### config.mk
export PLATFORM = sky130hd
export DESIGN_NAME = flit_lane_link
export DESIGN_NICKNAME = d
export VERILOG_FILES = /design/src/rtl/flit_link_pkg.sv /design/src/rtl/flit_crc_calc.sv /design/src/rtl/flit_lane_serializer.sv /design/src/rtl/flit_lane_deserializer.sv /design/src/rtl/flit_lane_link.sv
export SDC_FILE = /design/constraint.sdc
export NUM_CORES = 1
export LEC_CHECK = 0
export BUFFER_PORTS_ARGS = -buffer_cell sky130_fd_sc_hd__buf_2
export CAP_MARGIN = 10
export CORE_MARGIN = 3
export CORE_UTILIZATION = 30
export DETAILED_ROUTE_END_ITERATION = 10
export PLACE_DENSITY_LB_ADDON = 0.05
export SKIP_LAST_GASP = 1
export SYNTH_ARGS = -nofsm -noshare
export SYNTH_HDL_FRONTEND = slang
export SYNTH_SLANG_ARGS = --single-unit
### constraint.sdc
create_clock -name clk -period 12.39 [get_ports clk]
set_input_delay 1.8585 -clock clk [delete_from_list [all_inputs] [get_ports clk]]
set_output_delay 1.8585 -clock clk [all_outputs]
set_load 0.05 [all_outputs]
### src/rtl/flit_link_pkg.sv
package flit_link_pkg;

   // Lane-group width codes; the reserved code behaves as the narrowest width.
   typedef enum logic [1:0] {
      LW_FULL    = 2'd0,
      LW_HALF    = 2'd1,
      LW_QUARTER = 2'd2,
      LW_RSVD    = 2'd3
   } lane_width_e;

   // Number of lanes carrying data for a given width code.
   function automatic int active_lanes(int total_lanes, int code);
      case (code)
         0:       return total_lanes;
         1:       return total_lanes / 2;
         default: return total_lanes / 4;
      endcase
   endfunction

   // Clock beats needed to move one flit at a given active lane count.
   function automatic int beats_per_flit(int flit_w, int slices, int lanes_on);
      return flit_w / (slices * lanes_on);
   endfunction

endpackage

### src/rtl/flit_crc_calc.sv
module flit_crc_calc #(
   parameter int                DATA_W = 72,
   parameter int                CRC_W  = 8,
   parameter logic [CRC_W-1:0]  POLY   = 'h07
) (
   input  logic [DATA_W-1:0] data,
   output logic [CRC_W-1:0]  crc
);

   logic [CRC_W-1:0] rem;
   logic             fb;

   // Bit-serial division unrolled over the whole word, first bit = MSB.
   always_comb begin
      rem = '0;
      fb  = 1'b0;
      for (int i = DATA_W - 1; i >= 0; i--) begin
         fb  = rem[CRC_W-1] ^ data[i];
         rem = {rem[CRC_W-2:0], 1'b0};
         if (fb) begin
            rem = rem ^ POLY;
         end
      end
      crc = rem;
   end

endmodule

### src/rtl/flit_lane_serializer.sv
module flit_lane_serializer
   import flit_link_pkg::*;
#(
   parameter int FLIT_W = 80,
   parameter int LANES  = 20,
   parameter int SLICES = 2
) (
   input  logic                     clk,
   input  logic                     rst,
   input  logic                     in_valid,
   output logic                     in_ready,
   input  logic [FLIT_W-1:0]        in_flit,
   input  logic [1:0]               in_width,
   output logic [SLICES*LANES-1:0]  lanes,
   output logic                     lanes_valid
);

   localparam int BEAT_W    = SLICES * LANES;
   localparam int MAX_BEATS = beats_per_flit(FLIT_W, SLICES, active_lanes(LANES, 2));
   localparam int CNT_W     = $clog2(MAX_BEATS + 1);

   logic              busy;
   lane_width_e       mode;
   logic [CNT_W-1:0]  cnt;
   logic [FLIT_W-1:0] sh;
   logic              last_beat;

   logic [BEAT_W-1:0] beat_by_mode     [4];
   logic [FLIT_W-1:0] shifted_by_mode  [4];
   logic [CNT_W-1:0]  last_idx_by_mode [4];

   // One fixed slicing datapath per width code; the latched code picks one.
   for (genvar m = 0; m < 4; m++) begin : g_mode
      localparam int MW   = active_lanes(LANES, m);
      localparam int STEP = SLICES * MW;
      localparam int NB   = beats_per_flit(FLIT_W, SLICES, MW);

      logic [BEAT_W-1:0] v;

      always_comb begin
         v = '0;
         for (int j = 0; j < SLICES; j++) begin
            v[(SLICES-1-j)*LANES +: MW] = sh[FLIT_W-1-j*MW -: MW];
         end
      end

      assign beat_by_mode[m]     = v;
      assign shifted_by_mode[m]  = sh << STEP;
      assign last_idx_by_mode[m] = CNT_W'(NB - 1);
   end

   assign last_beat   = busy && (cnt == last_idx_by_mode[mode]);
   assign in_ready    = !busy || last_beat;
   assign lanes_valid = busy;
   assign lanes       = busy ? beat_by_mode[mode] : '0;

   always_ff @(posedge clk) begin
      if (rst) begin
         busy <= 1'b0;
         cnt  <= '0;
         sh   <= '0;
         mode <= LW_FULL;
      end else if (in_valid && in_ready) begin
         busy <= 1'b1;
         cnt  <= '0;
         sh   <= in_flit;
         mode <= lane_width_e'(in_width);
      end else if (busy) begin
         cnt <= cnt + CNT_W'(1);
         sh  <= shifted_by_mode[mode];
         if (last_beat) begin
            busy <= 1'b0;
         end
      end
   end

endmodule

### src/rtl/flit_lane_deserializer.sv
module flit_lane_deserializer
   import flit_link_pkg::*;
#(
   parameter int               FLIT_W = 80,
   parameter int               CRC_W  = 8,
   parameter int               LANES  = 20,
   parameter int               SLICES = 2,
   parameter logic [CRC_W-1:0] POLY   = 'h07
) (
   input  logic                     clk,
   input  logic                     rst,
   input  logic [SLICES*LANES-1:0]  lanes,
   input  logic                     lanes_valid,
   input  logic [1:0]               in_width,
   output logic                     out_valid,
   output logic [FLIT_W-1:0]        out_flit,
   output logic                     out_crc_err
);

   localparam int BODY_W    = FLIT_W - CRC_W;
   localparam int MAX_BEATS = beats_per_flit(FLIT_W, SLICES, active_lanes(LANES, 2));
   localparam int CNT_W     = $clog2(MAX_BEATS + 1);

   logic              active;
   lane_width_e       mode;
   lane_width_e       cur_mode;
   logic [CNT_W-1:0]  cnt;
   logic [CNT_W-1:0]  cnt_eff;
   logic [FLIT_W-1:0] acc;
   logic [FLIT_W-1:0] base;
   logic [FLIT_W-1:0] nxt;
   logic              last_beat;
   logic [CRC_W-1:0]  crc_calc;

   logic [FLIT_W-1:0] merged_by_mode   [4];
   logic [CNT_W-1:0]  last_idx_by_mode [4];

   // Width is taken from the port only on the first beat of a flit.
   assign cur_mode = active ? mode : lane_width_e'(in_width);
   assign cnt_eff  = active ? cnt : '0;
   assign base     = active ? acc : '0;

   for (genvar m = 0; m < 4; m++) begin : g_mode
      localparam int MW   = active_lanes(LANES, m);
      localparam int STEP = SLICES * MW;
      localparam int NB   = beats_per_flit(FLIT_W, SLICES, MW);

      logic [FLIT_W-1:0] v;

      // Shift the partial flit up and append only the active lanes.
      always_comb begin
         v = base << STEP;
         for (int j = 0; j < SLICES; j++) begin
            v[(SLICES-1-j)*MW +: MW] = lanes[(SLICES-1-j)*LANES +: MW];
         end
      end

      assign merged_by_mode[m]   = v;
      assign last_idx_by_mode[m] = CNT_W'(NB - 1);
   end

   assign nxt       = merged_by_mode[cur_mode];
   assign last_beat = (cnt_eff == last_idx_by_mode[cur_mode]);

   flit_crc_calc #(
      .DATA_W (BODY_W),
      .CRC_W  (CRC_W),
      .POLY   (POLY)
   ) i_rx_crc (
      .data (nxt[BODY_W-1:0]),
      .crc  (crc_calc)
   );

   always_ff @(posedge clk) begin
      if (rst) begin
         active      <= 1'b0;
         cnt         <= '0;
         acc         <= '0;
         mode        <= LW_FULL;
         out_valid   <= 1'b0;
         out_flit    <= '0;
         out_crc_err <= 1'b0;
      end else begin
         out_valid   <= 1'b0;
         out_crc_err <= 1'b0;
         if (lanes_valid) begin
            if (last_beat) begin
               active      <= 1'b0;
               cnt         <= '0;
               acc         <= '0;
               out_valid   <= 1'b1;
               out_flit    <= nxt;
               out_crc_err <= (crc_calc != nxt[FLIT_W-1 -: CRC_W]);
            end else begin
               active <= 1'b1;
               cnt    <= cnt_eff + CNT_W'(1);
               acc    <= nxt;
               mode   <= cur_mode;
            end
         end
      end
   end

endmodule

### src/rtl/flit_lane_link.sv
module flit_lane_link
   import flit_link_pkg::*;
#(
   parameter int               PAYLOAD_W      = 64,
   parameter int               HDR_W          = 8,
   parameter int               CRC_W          = 8,
   parameter int               QUAD_LANES     = 5,
   parameter int               NUM_QUADS      = 4,
   parameter int               SLICES_PER_CLK = 2,
   parameter logic [CRC_W-1:0] CRC_POLY       = 'h07
) (
   input  logic                                     clk,
   input  logic                                     rst,
   input  logic [1:0]                               tx_width,
   input  logic                                     tx_valid,
   output logic                                     tx_ready,
   input  logic [PAYLOAD_W-1:0]                     tx_payload,
   input  logic [HDR_W-1:0]                         tx_hdr,
   output logic [SLICES_PER_CLK*QUAD_LANES*NUM_QUADS-1:0] tx_lanes,
   output logic                                     tx_lane_valid,
   input  logic [1:0]                               rx_width,
   input  logic [SLICES_PER_CLK*QUAD_LANES*NUM_QUADS-1:0] rx_lanes,
   input  logic                                     rx_lane_valid,
   output logic                                     rx_flit_valid,
   output logic [PAYLOAD_W-1:0]                     rx_payload,
   output logic [HDR_W-1:0]                         rx_hdr,
   output logic                                     rx_crc_err
);

   localparam int BODY_W = PAYLOAD_W + HDR_W;
   localparam int FLIT_W = BODY_W + CRC_W;
   localparam int LANES  = QUAD_LANES * NUM_QUADS;
   localparam int QTR_W  = active_lanes(LANES, 2);

   // Elaboration-time parameter checks.
   if (NUM_QUADS % 4 != 0) begin : g_bad_quads
      $error("flit_lane_link: NUM_QUADS must be a multiple of 4");
   end
   if (FLIT_W % (SLICES_PER_CLK * QTR_W) != 0) begin : g_bad_flit
      $error("flit_lane_link: flit width must divide into whole quarter-width beats");
   end
   if (CRC_W < 2 || SLICES_PER_CLK < 1) begin : g_bad_misc
      $error("flit_lane_link: CRC_W must be at least 2 and SLICES_PER_CLK at least 1");
   end

   logic [CRC_W-1:0]  tx_crc;
   logic [FLIT_W-1:0] tx_flit;
   logic [FLIT_W-1:0] rx_flit;

   flit_crc_calc #(
      .DATA_W (BODY_W),
      .CRC_W  (CRC_W),
      .POLY   (CRC_POLY)
   ) i_tx_crc (
      .data ({tx_hdr, tx_payload}),
      .crc  (tx_crc)
   );

   assign tx_flit = {tx_crc, tx_hdr, tx_payload};

   flit_lane_serializer #(
      .FLIT_W (FLIT_W),
      .LANES  (LANES),
      .SLICES (SLICES_PER_CLK)
   ) i_ser (
      .clk         (clk),
      .rst         (rst),
      .in_valid    (tx_valid),
      .in_ready    (tx_ready),
      .in_flit     (tx_flit),
      .in_width    (tx_width),
      .lanes       (tx_lanes),
      .lanes_valid (tx_lane_valid)
   );

   flit_lane_deserializer #(
      .FLIT_W (FLIT_W),
      .CRC_W  (CRC_W),
      .LANES  (LANES),
      .SLICES (SLICES_PER_CLK),
      .POLY   (CRC_POLY)
   ) i_des (
      .clk         (clk),
      .rst         (rst),
      .lanes       (rx_lanes),
      .lanes_valid (rx_lane_valid),
      .in_width    (rx_width),
      .out_valid   (rx_flit_valid),
      .out_flit    (rx_flit),
      .out_crc_err (rx_crc_err)
   );

   assign rx_payload = rx_flit[PAYLOAD_W-1:0];
   assign rx_hdr     = rx_flit[PAYLOAD_W +: HDR_W];

endmodule

==> insert_results.sql <==
INSERT INTO impl_metrics (metric_group, metric, value, unit) VALUES
('timing', 'timing_max_transition_violations_final', '0', ''),
('route', 'drt_iter0_markers', '1212', ''),
('timing', 'headroom_to_the_max_slew_limit', '31.49', '%'),
('clock_tree', 'clk_pin_slew_worst_paths', '0.06', 'ns'),
('route', 'route.detailed.vias_per_inst', '5.140', ''),
('route', 'drcViolationCount', '0', ''),
('timing', 'max_slew.worst_pin.slew', '1.028', 'ns'),
('route', 'antenna_left', '0', ''),
('logic_synthesis', 'fraction_of_the_mapped_netlist_area_in_compound_gates', '14.49', '%'),
('timing', 'worst_slack', '5.880', 'ns'),
('worst_hold_path', 'holdCritPathClass', 'reg -> reg', ''),
('floorplan', 'design.die.area', '59850', 'um^2'),
('clock_tree', 'cts_max_path_buffers', '3', ''),
('clock_tree', 'cts.hold.buffers_added', '0', ''),
('run_status', 'run_status', 'complete, no violations', ''),
('logic_synthesis', 'syn_area', '17090', 'um^2'),
('timing', 'final_period_minus_worst_setup_slack', '6.510', 'ns'),
('clock_tree', 'tritoncts', 'yes', ''),
('cells_and_area', 'n_antenna_cell', '0', ''),
('logic_synthesis', 'synth.avg_cell_area', '8.651', 'um^2'),
('cells_and_area', 'most_frequent_standard_cell_in_the_layout_excluding_fill_and_tap_cells', 'sky130_fd_sc_hd__nor2_1', ''),
('worst_setup_path', 'timing.critical_path.from_type', 'flip-flop', ''),
('cells_and_area', 'layout-drive-gt1-share', '18.29', '%'),
('logic_synthesis', 'yosysWarningCount', '0', ''),
('route', 'vias', '14830', ''),
('grt', 'vias_in_the_first_global_route', '14330', ''),
('cells_and_area', 'filler_cell_count', '5943', ''),
('route', 'wire_per_inst', '23.99', 'um'),
('logic_synthesis', 'synthAdderAreaFrac', '0.1465', '%'),
('timing', 'hold_violations', '0', ''),
('grt', 'grt_start_max_net_pins', '104', ''),
('clock_tree', 'cts.htree.levels', '2', ''),
('timing', 'hold_slack', '0.4510', 'ns'),
('timing', 'setup_viol', '0', ''),
('cells_and_area', 'storage_element_area', '4775', 'um^2'),
('clock_tree', 'cts.sinks', '238', ''),
('cells_and_area', 'area_delta_synth_final', '16.27', '%'),
('clock_tree', 'clock_latency', '0.55', 'ns'),
('logic_synthesis', 'synth.ff_latch_count', '238', ''),
('logic_synthesis', 'netlist-cell-type-count', '60', ''),
('floorplan', 'die-height', '244.6', 'um'),
('placement', 'preCtsSetupSlack', '5.704', 'ns'),
('logic_synthesis', 'synth_top_family_by_area', 'XOR/XNOR gates', ''),
('route', 'finalWirelength', '69240', 'um'),
('worst_setup_path', 'critPathArrivalTime', '6.95', 'ns'),
('grt', 'gr_usage_total', '22.49', '%'),
('floorplan', 'placement_rows', '86', ''),
('logic_synthesis', 'yosys.area_share.simple', '17.58', '%'),
('floorplan', 'floorplan.io_pins', '236', ''),
('worst_setup_path', 'crit_required', '12.83', 'ns'),
('cells_and_area', 'multiInputGateArea', '11690', 'um^2'),
('logic_synthesis', 'count_of_flip_flops_with_a_built_in_enable_after_synthesis', '0', ''),
('worst_setup_path', 'criticalPathCategory', 'reg -> reg', ''),
('worst_setup_path', 'end_kind', 'flip-flop', ''),
('logic_synthesis', 'synth_top_flop_cell', 'sky130_fd_sc_hd__dfxtp_1', ''),
('clock_tree', 'postCtsSetupRepairBufs', '0', ''),
('timing', 'fmax', '0.1536', 'GHz'),
('floorplan', 'die_width', '244.6', 'um'),
('placement', 'port_buffers', '235', ''),
('timing', 'post_route_fraction_of_the_period_consumed_by_the_critical_path', '52.54', '%'),
('placement', 'place.detailed.hpwl', '51080', 'um'),
('placement', 'place.gp.congestion', '0.8725', ''),
('clock_tree', 'cts.root.buffer_cell', 'sky130_fd_sc_hd__clkbuf_16', ''),
('timing', 'rsz0062_at_grt', 'false', ''),
('floorplan', 'effective_utilization_at_floorplan', '30.65', '%'),
('timing', 'setup_tns', '0', 'ns'),
('floorplan', 'design.core.area', '55740', 'um^2'),
('grt', 'wire_length_of_the_first_global_routing_pass', '100800', 'um'),
('logic_synthesis', 'synth-seq-area-share', '27.89', '%'),
('grt', 'antenna_found_initial', '2', ''),
('logic_synthesis', 'xor_and_xnor_area_share_after_synthesis', '26.13', '%');
[sequential cells by signal, indices dropped and copies added (netlist names)]
signal	count
i_des.out_flit	72
i_des.acc	70
i_des.active	1
i_des.out_valid	1
i_des.out_crc_err	1
i_ser.mode	2
i_ser.cnt	4
i_des.mode	2
i_ser.sh	80
i_ser.lanes_valid	1
i_des.cnt	4
[cell type report]
cell class / instances / share of cell area, %
Multi-Input combinational cell: 1577 / 58.84
Timing Repair Buffer: 261 / 6.960
Tap cell: 748 / 4.712
Clock inverter: 9 / 0.2834
Inverter: 6 / 0.1134
Clock buffer: 47 / 5.052
Sequential cell: 238 / 24.04
[cell families after synthesis]
kind of cell / after synthesis
multiplexers: 164
AND/OR/NAND/NOR: 694
AO/OA/AOI/OAI: 368
adder cells (fa/ha/maj): 2
buffers and inverters: 160
flip-flops: 238
XOR/XNOR: 349
[routing by layer]
layer / GRT usage [%] / up-vias / wire, um
met5: 0 / - / 27
li1: - / 7104 / -
met4: 5.419 / 4 / 1469
met2: 31.96 / 452 / 28260
met3: 3.223 / 83 / 3896
met1: 35.25 / 7191 / 35580
[synthesized netlist by cell type (all sizes together) (4+ instances only)]
library cell	instances	area, um^2
a211oi	62	505.5
a21oi	143	715.7
a221oi	5	43.79
a222oi	17	170.2
a22oi	11	82.58
a311oi	12	105.1
and2	36	225.2
buf	32	193.9
clkbuf	122	457.9
dfxtp	238	4765
inv	6	22.52
mux2	24	277.8
mux2i	140	1401
nand2	186	698.2
nand2b	48	300.3
nand3	51	255.2
nand4	4	25.02
nor2	298	1119
nor2b	11	68.82
nor3	56	285.3
o211ai	50	441.7
o21ai	45	225.2
o21bai	5	37.54
xnor2	202	1901
xnor3	67	1519
xor2	63	638.1
xor3	17	406.6
[stage by stage]
| step | cells | instance area (um^2) | utilization (%) |
|---|---|---|---|
| floorplan | 1975 | 17090 | - |
| global placement | 2830 | 18800 | 33.74 |
| detailed placement | 2830 | 18800 | 33.74 |
| CTS | 2886 | 19860 | 35.64 |
| global route | 2886 | 19860 | 35.64 |
| finish | 2886 | 19860 | 35.64 |
[critical path, cell delays in order (launching register included)]
cell and delay, ns:
sky130_fd_sc_hd__dfxtp_1 0.77, sky130_fd_sc_hd__buf_4 0.47, sky130_fd_sc_hd__inv_2 0.34, sky130_fd_sc_hd__a211oi_2 0.64, sky130_fd_sc_hd__xnor3_2 0.42, sky130_fd_sc_hd__xor2_4 0.24
sky130_fd_sc_hd__xor2_2 0.19, sky130_fd_sc_hd__xnor3_2 0.52, sky130_fd_sc_hd__xnor3_1 0.49, sky130_fd_sc_hd__xnor2_1 0.31, sky130_fd_sc_hd__xnor3_2 0.44, sky130_fd_sc_hd__xnor2_1 0.18
sky130_fd_sc_hd__xnor3_1 0.44, sky130_fd_sc_hd__xnor3_1 0.40, sky130_fd_sc_hd__mux2i_1 0.21, sky130_fd_sc_hd__nor3_2 0.07, sky130_fd_sc_hd__a311oi_1 0.25
[path summary, 6_finish.rpt]
check	from	to	slack [ns]	depth (start not counted)
setup / recovery	i_des.active$_SDFFE_PP0P_	i_des.out_crc_err$_SDFF_PP0_	5.88	16
setup reg to reg	i_des.active$_SDFFE_PP0P_	i_des.out_crc_err$_SDFF_PP0_	5.88	16
hold / removal	i_des.out_flit[4]$_SDFFE_PP0P_	i_des.out_flit[4]$_SDFFE_PP0P_	0.45	2
hold reg to reg	i_des.out_flit[4]$_SDFFE_PP0P_	i_des.out_flit[4]$_SDFFE_PP0P_	0.45	2
Power is left out: the tool's default activity adds up to more than one toggle a clock period on the data nets, which glitch-free logic cannot reach.
